<file path="src/rtl/irq_prio_pkg.sv">
package irq_prio_pkg;

    typedef enum logic [1:0] {
        ST_IDLE  = 2'd0,
        ST_OFFER = 2'd1,
        ST_SERVE = 2'd2
    } irq_state_e;

endpackage

</file>
<file path="src/rtl/irq_line_latch.sv">
module irq_line_latch #(
    parameter int NUM_LINES = 10
) (
    input  logic                 clk,
    input  logic                 rst,
    input  logic [NUM_LINES-1:0] lines,
    input  logic [NUM_LINES-1:0] clr_vec,
    output logic [NUM_LINES-1:0] pending
);

    logic [NUM_LINES-1:0] prev_q;

    genvar g;
    generate
        for (g = 0; g < NUM_LINES; g++) begin : g_line
            logic rise;
            assign rise = lines[g] & ~prev_q[g];

            always_ff @(posedge clk) begin
                if (rst) begin
                    prev_q[g]  <= 1'b0;
                    pending[g] <= 1'b0;
                end else begin
                    prev_q[g]  <= lines[g];
                    // a new edge wins over a clear on the same edge
                    pending[g] <= (pending[g] & ~clr_vec[g]) | rise;
                end
            end
        end
    endgenerate

endmodule

</file>
<file path="src/rtl/irq_lowest_pick.sv">
module irq_lowest_pick #(
    parameter int NUM_LINES = 10,
    parameter int ID_W      = 8
) (
    input  logic [NUM_LINES-1:0] pending,
    output logic                 any,
    output logic [ID_W-1:0]      win_id
);

    always_comb begin
        win_id = '0;
        for (int k = NUM_LINES - 1; k >= 0; k--) begin
            if (pending[k]) begin
                win_id = ID_W'(k + 1);
            end
        end
        any = |pending;
    end

endmodule

</file>
<file path="src/rtl/irq_prio_ctrl.sv">
module irq_prio_ctrl
    import irq_prio_pkg::*;
#(
    parameter int NUM_LINES = 10,
    parameter int ID_W      = 8
) (
    input  logic                 clk,
    input  logic                 rst,
    input  logic [NUM_LINES-1:0] req_lines,
    input  logic                 core_irq_off,
    output logic                 irq_req,
    output logic [ID_W-1:0]      irq_id
);

    irq_state_e           state_q, state_d;
    logic [ID_W-1:0]      held_id_q;
    logic [NUM_LINES-1:0] pending;
    logic [NUM_LINES-1:0] clr_vec;
    logic                 any_pend;
    logic [ID_W-1:0]      win_id;
    logic                 accept;

    irq_line_latch #(.NUM_LINES(NUM_LINES)) u_latch (
        .clk     (clk),
        .rst     (rst),
        .lines   (req_lines),
        .clr_vec (clr_vec),
        .pending (pending)
    );

    irq_lowest_pick #(.NUM_LINES(NUM_LINES), .ID_W(ID_W)) u_pick (
        .pending (pending),
        .any     (any_pend),
        .win_id  (win_id)
    );

    assign accept = (state_q == ST_OFFER) && core_irq_off;

    genvar g;
    generate
        for (g = 0; g < NUM_LINES; g++) begin : g_clr
            assign clr_vec[g] = accept && (held_id_q == ID_W'(g + 1));
        end
    endgenerate

    always_comb begin
        state_d = state_q;
        unique case (state_q)
            ST_IDLE:  if (any_pend && !core_irq_off) state_d = ST_OFFER;
            ST_OFFER: if (core_irq_off)              state_d = ST_SERVE;
            ST_SERVE: if (!core_irq_off)             state_d = ST_IDLE;
            default:                                 state_d = ST_IDLE;
        endcase
    end

    always_ff @(posedge clk) begin
        if (rst) begin
            state_q   <= ST_IDLE;
            held_id_q <= '0;
        end else begin
            state_q <= state_d;
            if (state_q == ST_IDLE && state_d == ST_OFFER) begin
                held_id_q <= win_id;
            end
        end
    end

    always_comb begin
        irq_req = 1'b0;
        irq_id  = '0;
        unique case (state_q)
            ST_IDLE:  irq_id = win_id;
            ST_OFFER: begin
                irq_req = 1'b1;
                irq_id  = held_id_q;
            end
            ST_SERVE: irq_id = held_id_q;
            default:  irq_id = '0;
        endcase
    end

endmodule

</file>
<file path="config.mk">
export PLATFORM = sky130hd
export DESIGN_NAME = irq_prio_ctrl
export DESIGN_NICKNAME = d
export VERILOG_FILES = /design/src/rtl/irq_prio_pkg.sv /design/src/rtl/irq_line_latch.sv /design/src/rtl/irq_lowest_pick.sv /design/src/rtl/irq_prio_ctrl.sv
export SDC_FILE = /design/constraint.sdc
export NUM_CORES = 1
export LEC_CHECK = 0
export ABC_AREA = 1
export BUFFER_PORTS_ARGS = -buffer_cell sky130_fd_sc_hd__buf_2
export CAP_MARGIN = 15
export CORE_MARGIN = 2
export CORE_UTILIZATION = 59
export CTS_CLUSTER_DIAMETER = 200
export CTS_CLUSTER_SIZE = 28
export DETAILED_ROUTE_END_ITERATION = 8
export PLACE_DENSITY_LB_ADDON = 0.25
export SLEW_MARGIN = 20
export SYNTH_ARGS = -nofsm -noshare
export SYNTH_HDL_FRONTEND = slang
export SYNTH_SLANG_ARGS = --single-unit
</file>
<file path="constraint.sdc">
create_clock -name clk -period 3.25 [get_ports clk]
set_clock_uncertainty 0.05 [all_clocks]
set_input_delay 0.65 -clock clk [delete_from_list [all_inputs] [get_ports clk]]
set_output_delay 0.65 -clock clk [all_outputs]
set_load 0.005 [all_outputs]
</file>
==> results by group, run 1 <==
Run status
  – Outcome: finished, final reports clean

Clocking
  – Worst-Skew Late Latency: 0.31 ns
  – CTS Hold Bufs: 0
  – H-tree Lvls: 1
  – Post-CTS setup buffers: 0
  – Worst-path clk slew: 0.13 ns
  – TritonCTS buffer count: 3
  – CTS sink count: 26
  – CTS tree: yes
  – Clk Tree Root Cell: clkbuf_4
  – CTS max path bufs: 2
  – Post_cts resized: 0

STA
  – Post-route minimum period: 2.25 ns
  – RSZ-0062 raised after global routing: no
  – Final setup vio count: 0
  – WHS: 0.491 ns
  – Slew Limit Fails: 0
  – Fmax achieved: 444 MHz
  – Period utilization: 69.3%
  – Final TNS setup: 0 ns
  – Hold Vio Cnt, Final: 0

Final layout
  – Final net count: 235
  – Share of cells above drive strength 1: around 16%
  – Area grow syn2layout: 8.42%
  – Final Cell Area: between 1000 and 1500 µm²
  – Antenna Cells: 0

Synthesis
  – Dominant cells by area after synthesis: dfxtp_1 (39%), nor2_1 (13%), inv_1 (9.1%)
  – Register area share after synthesis: 39.4%
  – #FFs+latches synth: 26
  – Ys async rst share: 0%
  – Leading cell type by number of instances after synthesis: nor2_1
  – Mapped Area: between 1000 and 1500 µm²
  – Synth unique cells: 22
  – Synth cell count leaders: nor2_1 (47), inv_1 (32), nand2_1 (32)
  – Post-synth top flop: dfxtp_1
  – Mapped Avg Cell Area: 6.61 µm²
  – Yosys top cell area share: between 30% and 40%
  – Post-synthesis cell count: 200
  – Leading area contributor after synthesis: dfxtp_1
  – Synth warn: 0
  – Number of synthesized flops with an enable pin: 0

Power and ir drop
  – VDD IR max: 0.344 mV
  – P_leak: around 0.73 nW
  – Pwr Density: 525 nW/µm²

Floorplan
  – Starting Density: 61.0%
  – # IOs: 22
  – Full die area: 2640 µm²
  – Die W: 51.3 µm
  – Die H: between 50 and 60 µm
  – Row Count: 17
  – Core ar.: 2170 µm²

Global route
  – Global Route Usage Sum: 21.4%
  – Final global-route overflow total: 0
  – Largest net degree at the start of global routing: 24
  – First-pass GRT wire length: between 4000 and 5000 µm
  – Antenna violations before repair: 0
  – Vias in the first global route: around 1.1k

Run
  – Max_cap viols: 0

Drt
  – Post-route ant nets: 0
  – WL/cell: 10.4 µm
  – Drt first pass iters: 4
  – Drt first-iter violations: 30
  – Residual DRC: 0
  – Drt total wl: 2530 µm
  – Post-DR vias/cell: 4.98
  – Vias after detailed routing: 1,214

Placement
  – Hpwl dp: a little under 2000 µm
  – Gpl congestion: 0.921
  – Placed instance area: 1410 µm²
  – PortBufs: 17

Worst setup path
  – CP endpoint kind: output pin
  – Critical path class: reg2out
  – Crit-path max FO: 4
  – CP arrival: 1.55 ns
  – WP data required: ~2.6 ns
  – Crit path launch type: flip-flop

Worst hold path
  – Worst Hold Class: in2reg
==> registers in the layout, summed over array words and instances (netlist names) <==
name and flops:
held_id_q 4, u_latch.prev_q 10, state_q 2, u_latch.pending 10
==> final timing paths <==
| check | from | end | slack (ns) | cells past startpoint |
|---|---|---|---|---|
| min | req_lines[6] | u_latch.prev_q[6] | 0.49 | 3 |
| min reg2reg | u_latch.prev_q[2] | u_latch.pending[2] | 0.49 | 3 |
| max reg2reg | state_q[0] | held_id_q[1] | 1.54 | 10 |
| max | u_latch.pending[8] | irq_id[0] | 1.0 | 9 |
==> cells by family (layout without fill, tap and decap cells) <==
| family | after synthesis | in the layout | share of synthesized area (%) |
|---|---|---|---|
| buffers and inverters | 43 | 56 | 13.4 |
| adder cells (fa/ha/maj) | 4 | 4 | 3.78 |
| AO/OA/AOI/OAI | 22 | 22 | 9.27 |
| other | 1 | 4 | 0.284 |
| flip-flops | 26 | 26 | 39.4 |
| AND/OR/NAND/NOR | 104 | 104 | 33.9 |
==> placed cells by master (no fill, tap or decap) <==
master / n
o211ai_1: 1
clkbuf_4: 3
nor3_1: 1
a21oi_1: 17
a211oi_1: 1
inv_2: 3
nand2_1: 32
nand2_2: 3
buf_2: 17
clkinv_1: 1
inv_1: 32
nor2_2: 5
ha_1: 4
a21oi_2: 2
dfxtp_1: 26
o21ai_0: 1
nand3_2: 1
nand3_1: 14
nor2_1: 47
nor3_4: 1
conb_1: 4
==> final cells by class <==
cell class | instances | area [µm²]
Clock buffer | 3 | 22.5
Sequential cell | 26 | 520
Multi-Input combinational cell | 134 | 636
Timing Repair Buffer | 17 | 85.1
Inverter | 36 | 135
Tap cell | 28 | 35.0
Fill cell | 225 | 736
==> per-stage QoR <==
step                total power, mW  utilization, %  setup slack, ns  std cells
floorplan                     0.567               -             1.57        203
global placement              0.621            65.1             1.40        241
detailed placement            0.629            65.1             1.38        241
CTS                           0.756            66.1             1.00        244
global route                  0.806            66.1            0.859        244
finish                        0.753            66.1            0.997        244
==> critical path, stage by stage (launching register included) <==
cell and delay (ns):
dfxtp_1 0.44, nand2_1 0.08, nand2_1 0.07, nand2_1 0.06
nand2_1 0.05, nand2_1 0.06, a21oi_1 0.12, o21ai_0 0.08
a21oi_1 0.15, buf_2 0.13
==> where the power goes <==
part,total (mW),internal (mW),switching [mW]
Sequential,0.393,0.353,0.0398
Clock,0.129,0.0434,0.0858
Combinational,0.232,0.0868,0.145
==> routing by layer <==
layer	track usage [%]	vias up	part of all wire [%]
met3	3.51	9	4.5
met1	26.7	541	43
met5	0	-	0
met2	36.6	32	49
met4	9.21	0	2.6
li1	-	632	-
No activity file was read; power rests on OpenSTA's default activity.
==> run 2: changes to the inputs <==
--- a/config.mk
+++ b/config.mk
@@ -9,7 +9,7 @@
 export BUFFER_PORTS_ARGS = -buffer_cell sky130_fd_sc_hd__buf_2
 export CAP_MARGIN = 15
 export CORE_MARGIN = 2
-export CORE_UTILIZATION = 59
+export CORE_UTILIZATION = 54
 export CTS_CLUSTER_DIAMETER = 200
 export CTS_CLUSTER_SIZE = 28
 export DETAILED_ROUTE_END_ITERATION = 8
==> constraint.sdc (replaced) <==
create_clock -name clk -period 2.35 [get_ports clk]
set_clock_uncertainty 0.05 [all_clocks]
set_input_delay 0.47 -clock clk [delete_from_list [all_inputs] [get_ports clk]]
set_output_delay 0.47 -clock clk [all_outputs]
set_load 0.005 [all_outputs]
==> run 2 against run 1 <==
Cell area did not move. Non-clock buffer count unchanged. Global-route usage decreased by 0.56 points. Die area increased by 8.5%. Hold slack got worse by 0.18 ns. Total power up 39%. Critical endpoint is now irq_id[1]. Largest cell class unchanged. Highest routed layer unchanged.
==> results by group, run 2 (synthesized netlist as in run 1, its figures left out) <==
Floorplan
  – Starting Density: 58.7% (was 61.0%)
  – Full die area: 2860 µm² (was 2640 µm²)
  – Core ar.: 2250 µm² (was 2170 µm²)
  – # IOs: 22 (unchanged)
  – Die H: 53.5 µm (was 51.3 µm)
  – Die W: 53.5 µm (was 51.3 µm)
  – Row Count: 17 (unchanged)

Global route
  – Antenna violations before repair: 0 (unchanged)
  – Largest net degree at the start of global routing: 24 (unchanged)
  – Final global-route overflow total: 0 (unchanged)
  – Vias in the first global route: 1,022 (was 1,073)
  – Global Route Usage Sum: 20.9% (was 21.4%)
  – First-pass GRT wire length: 4240 µm (was 4260 µm)

STA
  – Fmax achieved: about 490 MHz
  – Final setup vio count: 0 (unchanged)
  – Period utilization: 87.0%
  – Final TNS setup: 0 ns (unchanged)
  – Hold Vio Cnt, Final: 0 (unchanged)
  – Post-route minimum period: 2.04 ns
  – RSZ-0062 raised after global routing: no (unchanged)
  – Fin worst setup slack: 0.306 ns (was 0.997 ns)
  – Slew Limit Fails: 0 (unchanged)

Power and ir drop
  – P_leak: 0.732 nW (unchanged)
  – Final Total Pwr: 1.05 mW (was 753 µW)
  – VDD IR max: 0.505 mV (was 0.344 mV)
  – Pwr Density: 730 nW/µm² (was 525 nW/µm²)

Worst hold path
  – Worst Hold Class: in2reg (unchanged)
  – Hold EP: u_latch.prev_q[3] (was u_latch.prev_q[6])
  – Hold Startpoint: req_lines[3] (was req_lines[6])
  – Worst hold path stage count: 3 (unchanged)

Clocking
  – Post_cts resized: 0 (unchanged)
  – CTS max path bufs: 2 (unchanged)
  – CTS sink count: 26 (unchanged)
  – CTS tree: yes (unchanged)
  – Worst-path clk slew: 0.13 ns (about the same)
  – Post-CTS setup buffers: 0 (unchanged)
  – H-tree Lvls: 1 (unchanged)
  – Clk Tree Root Cell: clkbuf_4 (unchanged)
  – Worst-Skew Late Latency: 0.31 ns (about the same)
  – TritonCTS buffer count: 3 (unchanged)
  – CTS Hold Bufs: 0 (unchanged)

Worst setup path
  – Worst flop-to-flop path endpoint: held_id_q[2] (was held_id_q[1])
  – CP arrival: 1.52 ns (was 1.55 ns)
  – WP data required: 1.83 ns (was 2.55 ns)
  – CP endpoint kind: output pin (unchanged)
  – FF-to-FF setup slack: 0.64 ns (was 1.54 ns)
  – Critical path class: reg2out (unchanged)
  – Crit-path max FO: 5 (was 4)
  – Crit path launch type: flip-flop (unchanged)
  – R2R cell count: 10 (unchanged)
  – Reg-to-reg startpoint: state_q[0] (unchanged)

Drt
  – Post-DR vias/cell: 4.99 (was 4.98)
  – WL/cell: 10.7 µm (was 10.4 µm)
  – Residual DRC: 0 (unchanged)
  – Drt first pass iters: 6 (was 4)
  – Vias after detailed routing: 1,218 (was 1,214)
  – Post-route ant nets: 0 (unchanged)
  – Drt total wl: 2610 µm (was 2530 µm)
  – Drt first-iter violations: 23 (was 30)

Placement
  – Placed instance area: 1410 µm² (unchanged)
  – Hpwl dp: 2010 µm (was 1980 µm)
  – Gpl congestion: 0.918 (was 0.921)
  – Place WS: 0.665 ns (was 1.38 ns)
  – PortBufs: 17 (unchanged)

Final layout
  – # fillers: 211 (was 225)
  – Antenna Cells: 0 (unchanged)
  – Most frequent cells in the layout: nor2_1 (47), inv_1 (32), nand2_1 (32) (unchanged)
  – Final Cell Area: 1430 µm² (unchanged)
  – Final net count: 235 (unchanged)
  – Most common cell after layout, fill and taps aside: nor2_1 (unchanged)
  – Regs by FF count: u_latch.pending (10), u_latch.prev_q (10), held_id_q (4) (unchanged)
  – Final Util: 63.6% (was 66.1%)
  – Share of cells above drive strength 1: 16.2% (unchanged)
  – Area grow syn2layout: 8.42% (unchanged)

Run
  – Max_cap viols: 0 (unchanged)

Run status
  – Outcome: finished, final reports clean (unchanged)
-- run 2: per-layer routing --
| layer | global-route usage, % | share of wire, % | vias up |
|---|---|---|---|
| li1 | - | - | 630 |
| met1 | 25.6 | 44 | 539 |
| met3 | 3.39 | 6.7 | 7 |
| met4 | 7.69 | 1.8 | 0 |
| met5 | 0 | 0 | - |
| met2 | 36.2 | 47 | 42 |
-- run 2: worst max-delay path by stage --
stage                                   from   endpoint  slack, ns  cells past startpoint
final                             state_q[1]  irq_id[1]       0.31                      5
after global routing              state_q[0]  irq_id[0]       0.16                      5
after CTS                         state_q[1]  irq_id[0]       0.29                      5
after detailed placement          state_q[0]  irq_id[0]       0.66                      5
after global placement    u_latch.pending[1]  irq_id[3]       0.68                      8
after floorplan                   state_q[1]  irq_id[0]       0.85                      4
-- run 2: where the power goes --
part | switching (mW) | internal, mW | total (mW)
sequential | 0.0575 | 0.488 | 0.545
combinational | 0.204 | 0.120 | 0.324
clock | 0.117 | 0.0599 | 0.177
total | 0.379 | 0.668 | 1.05
-- run 2: area by class of cell --
cell class | instances | area [µm²] | share of cell area (%)
Timing Repair Buffer | 17 | 85.1 | 5.93
Multi-Input combinational cell | 134 | 636 | 44.3
Tap cell | 28 | 35.0 | 2.44
Inverter | 36 | 135 | 9.42
Clock buffer | 3 | 22.5 | 1.57
Sequential cell | 26 | 520 | 36.3
-- run 2: worst max-delay path: stages (launching register included) --
cell	delay [ns]
dfxtp_1	0.45
inv_1	0.09
ha_1	0.34
nand2_1	0.07
a21oi_1	0.14
buf_2	0.12
-- run 2: stage by stage --
| stage | hold WS, ns | cells |
|---|---|---|
| final | 0.312 | 244 |
| after detailed placement | 0.479 | 241 |
| after floorplan | 0.450 | 203 |
| after global routing | 0.307 | 244 |
| after global placement | 0.461 | 241 |
| after CTS | 0.310 | 244 |
==> run 3: changes to the inputs <==
--- a/config.mk
+++ b/config.mk
@@ -9,7 +9,7 @@
 export BUFFER_PORTS_ARGS = -buffer_cell sky130_fd_sc_hd__buf_2
 export CAP_MARGIN = 15
 export CORE_MARGIN = 2
-export CORE_UTILIZATION = 54
+export CORE_UTILIZATION = 30
 export CTS_CLUSTER_DIAMETER = 200
 export CTS_CLUSTER_SIZE = 28
 export DETAILED_ROUTE_END_ITERATION = 8
==> run 3 against run 2 <==
Sequential share of layout area down 1.9 points. Total power rose by 18%. Critical path type unchanged. Clock-buffer cell count unchanged. Flip-flop and latch count did not move. Fmax is 1.2% lower. Sequential power about the same. Global-route usage down 9.3 points. Die area rose by 73%. Setup slack got worse by 0.025 ns. Hold slack gained 0.039 ns. Clock power rose by 110%.
==> results by group, run 3 (synthesized netlist as in run 1, its figures left out) <==
Placement
  – Hpwl dp: 2110 µm (was 2010 µm)
  – PortBufs: 17 (unchanged)
  – Place WS: 0.585 ns (was 0.665 ns)
  – Gpl congestion: 0.862 (was 0.918)

Power and ir drop
  – Sw Share: 32.5% (was 36.2%)
  – Pwr Density: 819 nW/µm² (was 730 nW/µm²)
  – Clk pwr share: 30.2% (was 16.9%)
  – VDD IR max: 0.227 mV (was 0.505 mV)
  – P_leak: 0.754 nW (was 0.732 nW)
  – Internal power: 836 µW (was 668 µW)
  – Combinational share of power: 26.0% (was 31.0%)
  – Net Sw Power: 403 µW (was 379 µW)
  – Seq pwr share: 43.9% (was 52.1%)

Worst setup path
  – Most used cell, CP: nand2_1
  – R2R cell count: 9 (was 10)
  – Cell breakdown of the critical path: nand2_1 -> nand2_1 -> nand2_1 -> nand2_1 -> nand2_1 -> a21oi_1 -> o21ai_0 -> a21oi_1 -> buf_2 (was inv_1 -> ha_1 -> nand2_1 -> a21oi_1 -> buf_2)
  – CP max stage cell: dfxtp_1 (unchanged)
  – CP arrival: 1.55 ns (was 1.52 ns)
  – Crit path launch type: flip-flop (unchanged)
  – WP data required: 1.83 ns (about the same)
  – CP endpoint kind: output pin (unchanged)
  – Critical path class: reg2out (unchanged)
  – CP peak stage delay: 0.43 ns (was 0.45 ns)
  – Crit-path max FO: 4 (was 5)

STA
  – Final setup vio count: 0 (unchanged)
  – Final TNS setup: 0 ns (unchanged)
  – Hold Vio Cnt, Final: 0 (unchanged)
  – Period utilization: 88.1% (was 87.0%)
  – RSZ-0062 raised after global routing: no (unchanged)
  – Post-route minimum period: 2.07 ns (was 2.04 ns)
  – Fmax achieved: 483 MHz (was 489 MHz)
  – Slew Limit Fails: 0 (unchanged)
  – Fin worst setup slack: 0.280 ns (was 0.306 ns)

Drt
  – Drt first-iter violations: 42 (was 23)
  – Vias after detailed routing: 1,157 (was 1,218)
  – Residual DRC: 0 (unchanged)
  – Drt first pass iters: 4 (was 6)
  – WL/cell: 10.1 µm (was 10.7 µm)
  – Post-route ant nets: 0 (unchanged)
  – Post-DR vias/cell: 4.30 (was 4.99)
  – Drt total wl: 2730 µm (was 2610 µm)

Run
  – Max_cap viols: 0 (unchanged)

Final layout
  – Most common cell after layout, fill and taps aside: nor2_1 (unchanged)
  – # fillers: 480 (was 211)
  – Final net count: 235 (unchanged)
  – Share of cells above drive strength 1: 16.6% (was 16.2%)
  – Antenna Cells: 0 (unchanged)
  – Regs by FF count: u_latch.pending (10), u_latch.prev_q (10), held_id_q (4) (unchanged)
  – Most frequent cells in the layout: nor2_1 (47), inv_1 (32), nand2_1 (32) (unchanged)
  – Area grow syn2layout: 14.4% (was 8.42%)

Clocking
  – Clk Tree Root Cell: clkbuf_8 (was clkbuf_4)
  – CTS sink count: 26 (unchanged)
  – Worst-path clk slew: 0.09 ns (was 0.13 ns)
  – CTS tree: yes (unchanged)
  – H-tree Lvls: 1 (unchanged)
  – Worst-Skew Late Latency: 0.27 ns (was 0.31 ns)
  – CTS Hold Bufs: 0 (unchanged)
  – Post_cts resized: 0 (unchanged)
  – Post-CTS setup buffers: 0 (unchanged)
  – TritonCTS buffer count: 3 (unchanged)
  – CTS max path bufs: 2 (unchanged)

Floorplan
  – Core ar.: 4290 µm² (was 2250 µm²)
  – Full die area: 4960 µm² (was 2860 µm²)
  – # IOs: 22 (unchanged)
  – Starting Density: 30.8% (was 58.7%)
  – Row Count: 24 (was 17)
  – Die W: 70.4 µm (was 53.5 µm)
  – Die H: 70.4 µm (was 53.5 µm)

Global route
  – Most used routing layer: met2 (unchanged)
  – Global Route Usage Sum: 11.6% (was 20.9%)
  – Antenna violations before repair: 0 (unchanged)
  – Final global-route overflow total: 0 (unchanged)
  – GRT met1 Usage: 15.7% (was 25.6%)
  – First-pass GRT wire length: 4550 µm (was 4240 µm)
  – Largest net degree at the start of global routing: 24 (unchanged)
  – Met3 Resource Use GR: 1.44% (was 3.39%)
  – Met2 usage: 17.7% (was 36.2%)
  – Vias in the first global route: 1,039 (was 1,022)

Worst hold path
  – Worst Hold Class: in2reg (unchanged)
  – Worst hold path stage count: 3 (unchanged)

Run status
  – Outcome: finished, final reports clean (unchanged)
run 3: cell count changes in the layout (fill, tap and decap cells not counted), sizes merged:
cell / previous run / this run
bufinv: 0 / 1
run 3: power groups by stage:
stage	sequential [mW]	clock (mW)	combinational, mW
2_1_floorplan	0.533	0	0.251
3_3_place_gp	0.555	0	0.320
3_5_place_dp	0.553	0	0.322
4_1_cts	0.544	0.383	0.324
5_1_grt	0.552	0.400	0.369
6_report	0.543	0.374	0.322
run 3: cell type report:
type	count	area [µm²]	share of cell area, %
Clock buffer	3	41.3	2.73
Timing Repair Buffer	17	85.1	5.62
Tap cell	52	65.1	4.30
Clock inverter	1	30.0	1.99
Multi-Input combinational cell	134	636	42.0
Sequential cell	26	520	34.4
Inverter	36	135	8.93
run 3: per-stage QoR:
stage               std cells  total power, mW  cell area, µm²  hold WS (ns)  utilization (%)
floorplan                 203            0.784            1330         0.450                -
global placement          265            0.875            1440         0.468             33.6
detailed placement        265            0.875            1440         0.476             33.6
CTS                       269             1.25            1510         0.349             35.2
global route              269             1.32            1510         0.357             35.2
finish                    269             1.24            1510         0.351             35.2
run 3: layer usage:
metal	wire length (µm)	part of all wire (%)	vias up
li1	-	-	630
met3	66	2.4	10
met4	84	3.1	0
met1	1330	49	490
met5	0	0	-
met2	1250	46	27
run 3: path summary, 6_finish.rpt:
| check | to | slack [ns] | startpoint |
|---|---|---|---|
| setup reg to reg | held_id_q[3] | 0.67 | state_q[1] |
| hold / removal | u_latch.prev_q[9] | 0.35 | req_lines[9] |
| hold reg to reg | u_latch.pending[9] | 0.48 | u_latch.prev_q[9] |
| setup / recovery | irq_id[0] | 0.28 | u_latch.pending[8] |
run 3: worst max-delay path, delay by kind of cell, from the launching register on:
family,cells,cell delay (ns)
DFF,1,0.43
buffers and inverters,1,0.12
AOI/OAI and AO/OA,3,0.43
and+or+nand+nor,5,0.29
